**config.mk**
```make
export PLATFORM = sky130hd
export DESIGN_NAME = vcmp_mask
export DESIGN_NICKNAME = d
export VERILOG_FILES = /design/src/rtl/vcmp_mask.sv
export SDC_FILE = /design/constraint.sdc
export NUM_CORES = 1
export LEC_CHECK = 0
export BUFFER_PORTS_ARGS = -buffer_cell sky130_fd_sc_hd__buf_2
export CORE_MARGIN = 4
export CORE_UTILIZATION = 45
export CTS_CLUSTER_SIZE = 20
export DETAILED_ROUTE_END_ITERATION = 10
export PLACE_DENSITY = 0.74
export SYNTH_ARGS = -nofsm -noshare
export SYNTH_HDL_FRONTEND = slang
export SYNTH_SLANG_ARGS = --single-unit
export TNS_END_PERCENT = 100
```
**constraint.sdc**
```tcl
create_clock -name clk -period 5.6 [get_ports clk]
set_input_delay 0.28 -clock clk [delete_from_list [all_inputs] [get_ports clk]]
set_output_delay 0.28 -clock clk [all_outputs]
set_load 0.02 [all_outputs]
```
**src/rtl/vcmp_mask.sv**
```systemverilog
module vcmp_mask #(
  parameter int XLEN = 32,
  parameter int NREG = 32,
  localparam int AW = $clog2(NREG),
  localparam int LW = $clog2(XLEN + 1)
) (
  input  logic            clk,
  input  logic            rst_n,
  input  logic            start,
  input  logic [AW-1:0]   a_base,
  input  logic [LW-1:0]   a_len,
  input  logic [AW-1:0]   b_base,
  input  logic [LW-1:0]   b_len,
  input  logic [LW-1:0]   vl,
  input  logic [2:0]      cmp_op,
  input  logic [AW-1:0]   dst_reg,
  output logic [AW-1:0]   rd_addr_a,
  input  logic [XLEN-1:0] rd_data_a,
  output logic [AW-1:0]   rd_addr_b,
  input  logic [XLEN-1:0] rd_data_b,
  output logic            busy,
  output logic            wr_en,
  output logic [AW-1:0]   wr_addr,
  output logic [XLEN-1:0] wr_data,
  output logic            done,
  output logic            br_valid,
  output logic            br_taken
);

  typedef enum logic [1:0] {IDLE, RUN, FIN, BRN} state_t;

  state_t          state;
  logic [LW-1:0]   idx, vl_q;
  logic [XLEN-1:0] acc;
  logic [AW-1:0]   a_base_q, b_base_q, dst_q;
  logic            a_vec_q, b_vec_q;
  logic [2:0]      op_q;
  logic            res, last, both_scalar;
  logic [LW-1:0]   vl_eff;

  assign vl_eff      = (vl > LW'(XLEN)) ? LW'(XLEN) : vl;
  assign both_scalar = !a_vec_q && !b_vec_q;
  assign last        = both_scalar || (idx == vl_q - 1'b1);

  assign rd_addr_a = a_base_q + (a_vec_q ? AW'(idx) : '0);
  assign rd_addr_b = b_base_q + (b_vec_q ? AW'(idx) : '0);

  always_comb begin
    case (op_q)
      3'd0:    res = rd_data_a == rd_data_b;
      3'd1:    res = rd_data_a != rd_data_b;
      3'd4:    res = $signed(rd_data_a) <  $signed(rd_data_b);
      3'd5:    res = $signed(rd_data_a) >= $signed(rd_data_b);
      3'd6:    res = rd_data_a <  rd_data_b;
      3'd7:    res = rd_data_a >= rd_data_b;
      default: res = 1'b0;
    endcase
  end

  always_ff @(posedge clk or negedge rst_n) begin
    if (!rst_n) begin
      state    <= IDLE;
      idx      <= '0;
      vl_q     <= '0;
      acc      <= '0;
      a_base_q <= '0;
      b_base_q <= '0;
      dst_q    <= '0;
      a_vec_q  <= 1'b0;
      b_vec_q  <= 1'b0;
      op_q     <= '0;
    end else begin
      case (state)
        IDLE: if (start) begin
          a_base_q <= a_base;
          b_base_q <= b_base;
          a_vec_q  <= a_len > LW'(1);
          b_vec_q  <= b_len > LW'(1);
          vl_q     <= vl_eff;
          op_q     <= cmp_op;
          dst_q    <= dst_reg;
          idx      <= '0;
          acc      <= '0;
          if (a_len <= LW'(1) && b_len <= LW'(1)) state <= RUN;
          else if (vl_eff == '0)                  state <= FIN;
          else                                    state <= RUN;
        end
        RUN: begin
          acc <= acc | (XLEN'(res) << idx);
          idx <= idx + 1'b1;
          if (last) state <= both_scalar ? BRN : FIN;
        end
        default: state <= IDLE;
      endcase
    end
  end

  assign busy     = state != IDLE;
  assign done     = state == FIN;
  assign wr_en    = done;
  assign wr_addr  = dst_q;
  assign wr_data  = acc;
  assign br_valid = state == BRN;
  assign br_taken = acc[0];

  logic [XLEN:0] vl_span;
  assign vl_span = ({{XLEN{1'b0}}, 1'b1} << vl_q) - 1'b1;

  p_idx_range_r2: assert property (@(posedge clk) disable iff (!rst_n)
    (state == RUN && !both_scalar) |-> (idx < vl_q));

  p_high_zero_r4: assert property (@(posedge clk) disable iff (!rst_n)
    done |-> ((wr_data & ~vl_span[XLEN-1:0]) == '0));

  p_branch_alone_r5: assert property (@(posedge clk) disable iff (!rst_n)
    $onehot0({done, br_valid}));

  p_done_pulse_r6: assert property (@(posedge clk) disable iff (!rst_n)
    done |=> !done);

  p_start_ignored_r8: assert property (@(posedge clk) disable iff (!rst_n)
    (busy && start) |=> ($stable(a_base_q) && $stable(dst_q) && $stable(op_q)));

endmodule

```
* Word level (Yosys, flattened, before mapping) *
Index checks and enable logic that the tools add are counted.

storage, ports and cells
  bits in registers = 66
  word-level logic and storage cells = 65

operators by class
  $add $sub $neg = 4
  magnitude comparators = 9
  eq/ne operators = 13
  shifts and indexed selects = 1
  muxes and demuxes = 14
  bitwise logic cells = 1
  reduce and logical (&&, ||, !) cells = 13

operator list
  cell                                                           count
  greater-or-equal comparator 32 bit                             2
  < comparator 32 bit                                            2
  case mux 32 bit (2 select lines)                               1
  equality test 32 bit                                           1
  2-to-1 mux 32 bit                                              1
  != test 32 bit                                                 1
  OR 32 bit                                                      1
  left shift 1 x 6 -> 32 bit                                     1
  equality test 3 bit, second input constant                     4
  greater-than comparator 6 x 1 -> 1 bit, second input constant  2
  <= comparator 6 x 1 -> 1 bit, second input constant            2
  2-to-1 mux 6 bit                                               2
  case mux 6 bit (2 select lines)                                1
  adder 5 bit                                                    2
  2-to-1 mux 5 bit                                               2
  2-to-1 mux 2 bit                                               4
  adder 6 x 1 -> 6 bit, second input constant                    1
  equality test 6 bit                                            1
  greater-than comparator 6 bit, second input constant           1
  logical NOT 6 bit                                              1
  case mux 1 bit (6 select lines)                                1
  AND reduction 2 bit                                            3
  subtractor 6 x 1 -> 6 bit, second input constant               1
  equality test 2 bit, second input constant                     2
  11 further kinds                                               15

* Longest topological paths before layout *
  word-level depth = 7
  gate-level depth with buffers = 10
  mapped depth without buffers = 9

* Worst setup path before layout *
No wires, ideal clock.

  path kind = input to register
  start point = in rd_data_b[31]
  end point = reg acc[12] (netlist: wr_data[12])
  setup time = 0.104 ns
  arrival time = 2.215 ns
  required time = 5.496 ns
  slack = 3.281 ns
  stages on the path = 10
  buffers on the path = 1
  cells stage by stage = inv_1 > ha_1 > nand4_4 > nor4_4 > inv_2 > o2111ai_2 > mux2i_1 > o211ai_2 > buf_6 > o41ai_2

on the way
  cells in the longest elaborated chain, start to end = 5

RTL lines
  element                                                           RTL line  RTL
  start, declared                                                   20        input logic [XLEN-1:0] rd_data_b,
  greater-or-equal comparator 32 bit, or another cell as far along  55        3'd7: res = rd_data_a >= rd_data_b;
  case mux 1 bit (6 select lines) *                                 49        case (op_q)
  left shift 1 x 6 -> 32 bit *                                      89        acc <= acc | (XLEN'(res) << idx);
  OR 32 bit *                                                       89
  case mux 32 bit (2 select lines) *                                73        case (state)
  end signal, assigned                                              89
  end, declared                                                     34        logic [XLEN-1:0] acc;

Mark *: on every way between the ends. The rest lies on a longest branch, timed or not.
A chain may end at the register's enable or synchronous reset.

* Final worst setup path *
  start point = reg idx[0]
  end point = out rd_addr_a[4]

on the way
  cells in the longest elaborated chain, start to end = 2

RTL lines
  element                 RTL line  RTL
  start, declared         33        logic [LW-1:0] idx, vl_q;
  start signal, assigned  90        idx <= idx + 1'b1;
  2-to-1 mux 5 bit        45        assign rd_addr_a = a_base_q + (a_vec_q ? AW'(idx) : '0);
  adder 5 bit             45
  end, declared           17        output logic [AW-1:0] rd_addr_a,

Every way passes these cells.

==> flow_summary.ini <==
[grt]
overflow = 0
antenna_found_initial = 0
grt_max_degree = 67
globalRouteTotalUtil_pct = 19.0
grt_pass1_vias = 3758
grt_pass1_wl_mm = 17.5

[worst_setup_path]
timing.rr.start = vl_q[0]
worstPathMaxFanout = 18
endpoint_kind = primary output
critPathKind = reg -> out
startpoint_type = flip-flop
r2r_end = state[0]
reg2reg_depth = 9
startpoint = idx[0]
crit_path_end = rd_addr_a[4]
r2r_slack_ns = 3.53
arrival_ns = 2.61
crit_required_ns = 5.32

[sta]
hold_viol = 0
fmax_mhz = 346
fin_skew_ns = 0.0122
max_slew_margin_pct = 25.4
rsz0062_at_grt = no
worst_hold_slack_ns = 0.123
period_minus_slack_ns = 2.89
finalSetupViolCount = 0
worst_pin_slew_ns = 1.11
maxSlewViolCount = 0
post-route-period-util_pct = 51.6
fin_setup_tns_ns = 0

[status]
status = finished clean

[logic_synthesis]
ys_seq_area_share_pct = 38.1
synth_cell_type_count = 51
ys_warn_count = 0
netlist_area_um2 = 4340
ys_ff_latch = 66
avgSynthCellArea_um2 = 9.78
async_reset_ff_share_pct = 100
synth_edf_count = 0
syn_nets = 591
ys.flop_type = dfrtp_1
synthCells = 444

[clock_tree]
htreeDepth = 3
cts.path.max_buffers = 2
cts.sinks = 66
cts_made_buffers = 9
postCtsSetupBuffers = 0
path_clk_slew_ns = 0.08
clk_latency_ns = 0.34
hold_buffers = 0
cts_tree = built
cts_resized = 0
ctsRootBufferMaster = clkbuf_8

[die]
die_area_um2 = 11300
ios = 155
core-area_um2 = 9330
rows = 35
start_util_pct = 46.5
dieHeight_um = 106
die_x_um = 106

[detailed_routing]
first_pass_iters = 4
wl_per_cell_um = 14.3
wl_mm = 10.3
drc = 0
drt-initial-drc-count = 193
vias_per_cell = 5.13
postRouteAntennaNets = 0
route.vias.total = 3700

[cells_and_area]
areaGrowthSynthToFinish_pct = 23.1
drive_gt1_share_pct = 36.3
antennaDiodeCount = 0
fin_nets = 734

[pwr]
irDropWorstVdd_mv = 0.255
leakagePower_nw = 2.84
powerDensity_nw_per_um2 = 426

[placement]
port_buffers = 152
dpl.hpwl_mm = 7.94
place_congestion = 0.787

[min_path]
hp-class = in -> async

[job]
drv_cap = 0
[per-stage QoR]
stage | utilization (%) | area (µm²) | power (mW) | instances | setup slack, ns
finish | 57.3 | 5340 | 2.28 | 721 | 2.71
global route | 57.3 | 5340 | 2.46 | 721 | 2.50
CTS | 57.3 | 5340 | 2.30 | 721 | 2.67
detailed placement | 55.0 | 5130 | 1.87 | 705 | 2.56
global placement | 55.0 | 5130 | 1.83 | 705 | 2.61
floorplan | - | 4340 | 1.61 | 444 | 3.28
[synth_stat cells, types with 3 or more instances]
cell | n | area, µm²
nand2_1 | 68 | 255
dfrtp_1 | 66 | 1650
inv_1 | 47 | 176
ha_1 | 42 | 526
a21oi_1 | 22 | 110
mux2_2 | 19 | 214
o21ai_0 | 16 | 80.1
o31ai_2 | 13 | 163
nand2b_1 | 12 | 75.1
o31ai_1 | 12 | 90.1
nor2_1 | 11 | 41.3
xnor2_1 | 11 | 96.3
buf_6 | 8 | 90.1
and2_1 | 7 | 43.8
nand3_1 | 7 | 35.0
nor3_1 | 7 | 35.0
clkbuf_1 | 6 | 22.5
o41ai_2 | 6 | 97.6
a21o_1 | 4 | 30.0
buf_1 | 4 | 15.0
nand4_1 | 4 | 25.0
xor2_1 | 4 | 35.0
mux2i_1 | 3 | 30.0
nor2b_1 | 3 | 18.8
nor3b_1 | 3 | 22.5
o211ai_1 | 3 | 22.5
or4_1 | 3 | 22.5
[metal layers]
layer	vias up	GRT usage, %	share of wire, %
met5	-	0	0
met4	0	4.90	1.4
met3	11	4.19	6.3
met2	123	33.9	50
met1	1743	23.1	42
li1	1823	-	-
[registers in the layout, indices dropped and copies added, names as in the netlist]
name,cells
state,2
wr_data,32
wr_addr,5
op_q,3
a_vec_q,1
idx,6
b_vec_q,1
b_base_q,5
a_base_q,5
vl_q,6
[cell families (layout without fill, tap and decap cells)]
| logic type | count (synthesis) | after routing | share of synthesized area [%] |
|---|---|---|---|
| AO/OA/AOI/OAI | 92 | 92 | 16.8 |
| multiplexers | 22 | 22 | 5.62 |
| adder cells (fa/ha/maj) | 44 | 44 | 13.0 |
| buffers and inverters | 70 | 218 | 7.75 |
| flip-flops | 66 | 66 | 38.1 |
| XOR/XNOR | 15 | 15 | 3.03 |
| AND/OR/NAND/NOR | 135 | 135 | 15.7 |
[cell usage in the layout (no fill, tap or decap), types with 4 or more instances in the layout]
master    netlist  final
nand2b_1       12     12
inv_1          47     47
a21o_1          4      4
a21oi_1        22     22
o41ai_2         6      6
clkbuf_8        0     10
xnor2_1        11     11
nor3_1          7      7
and2_1          7      7
xor2_1          4      4
nor2_1         11     11
o21ai_0        16     16
dfrtp_1        66     66
nand3_1         7      7
mux2_2         19     19
ha_1           42     42
nand2_1        68     67
buf_2           1    152
o31ai_2        13     13
nand4_1         4      4
o31ai_1        12     12
[critical path: stages, from the launching register on]
cell and delay (ns):
dfrtp_1 0.81, and2_1 0.22, ha_1 0.16, inv_1 0.05
fa_1 0.39, inv_1 0.07, a21o_1 0.10, a21oi_1 0.07
xnor2_1 0.20, buf_2 0.20
[layout make-up]
type                    instances  area, µm²
repair buffers                154        776
inverters                      48        180
multi-input cells             308       2360
well taps                     129        161
clock inverters                 6       72.6
clock buffers                  10        138
flip-flops and latches         66       1650
fillers                       836       3990
[where the power goes]
part / switching, mW / leakage [nW] / total, mW / internal, mW
logic: 0.667 / 1.87 / 1.09 / 0.423
registers: 0.154 / 0.861 / 0.761 / 0.607
clock network: 0.200 / 0.109 / 0.425 / 0.224
[worst min-delay path by stage]
stage	startpoint	to	slack, ns	depth (start not counted)
final	rst_n	state[1]	0.12	2
after global routing	b_base[3]	b_base_q[3]	0.15	2
after CTS	dst_reg[3]	wr_addr[3]	0.15	2
after detailed placement	wr_data[13]	wr_data[13]	0.46	2
after global placement	wr_data[12]	wr_data[12]	0.46	2
after floorplan	rst_n	a_base_q[0]	-0.02	0
No activity file was read; power rests on OpenSTA's default activity.
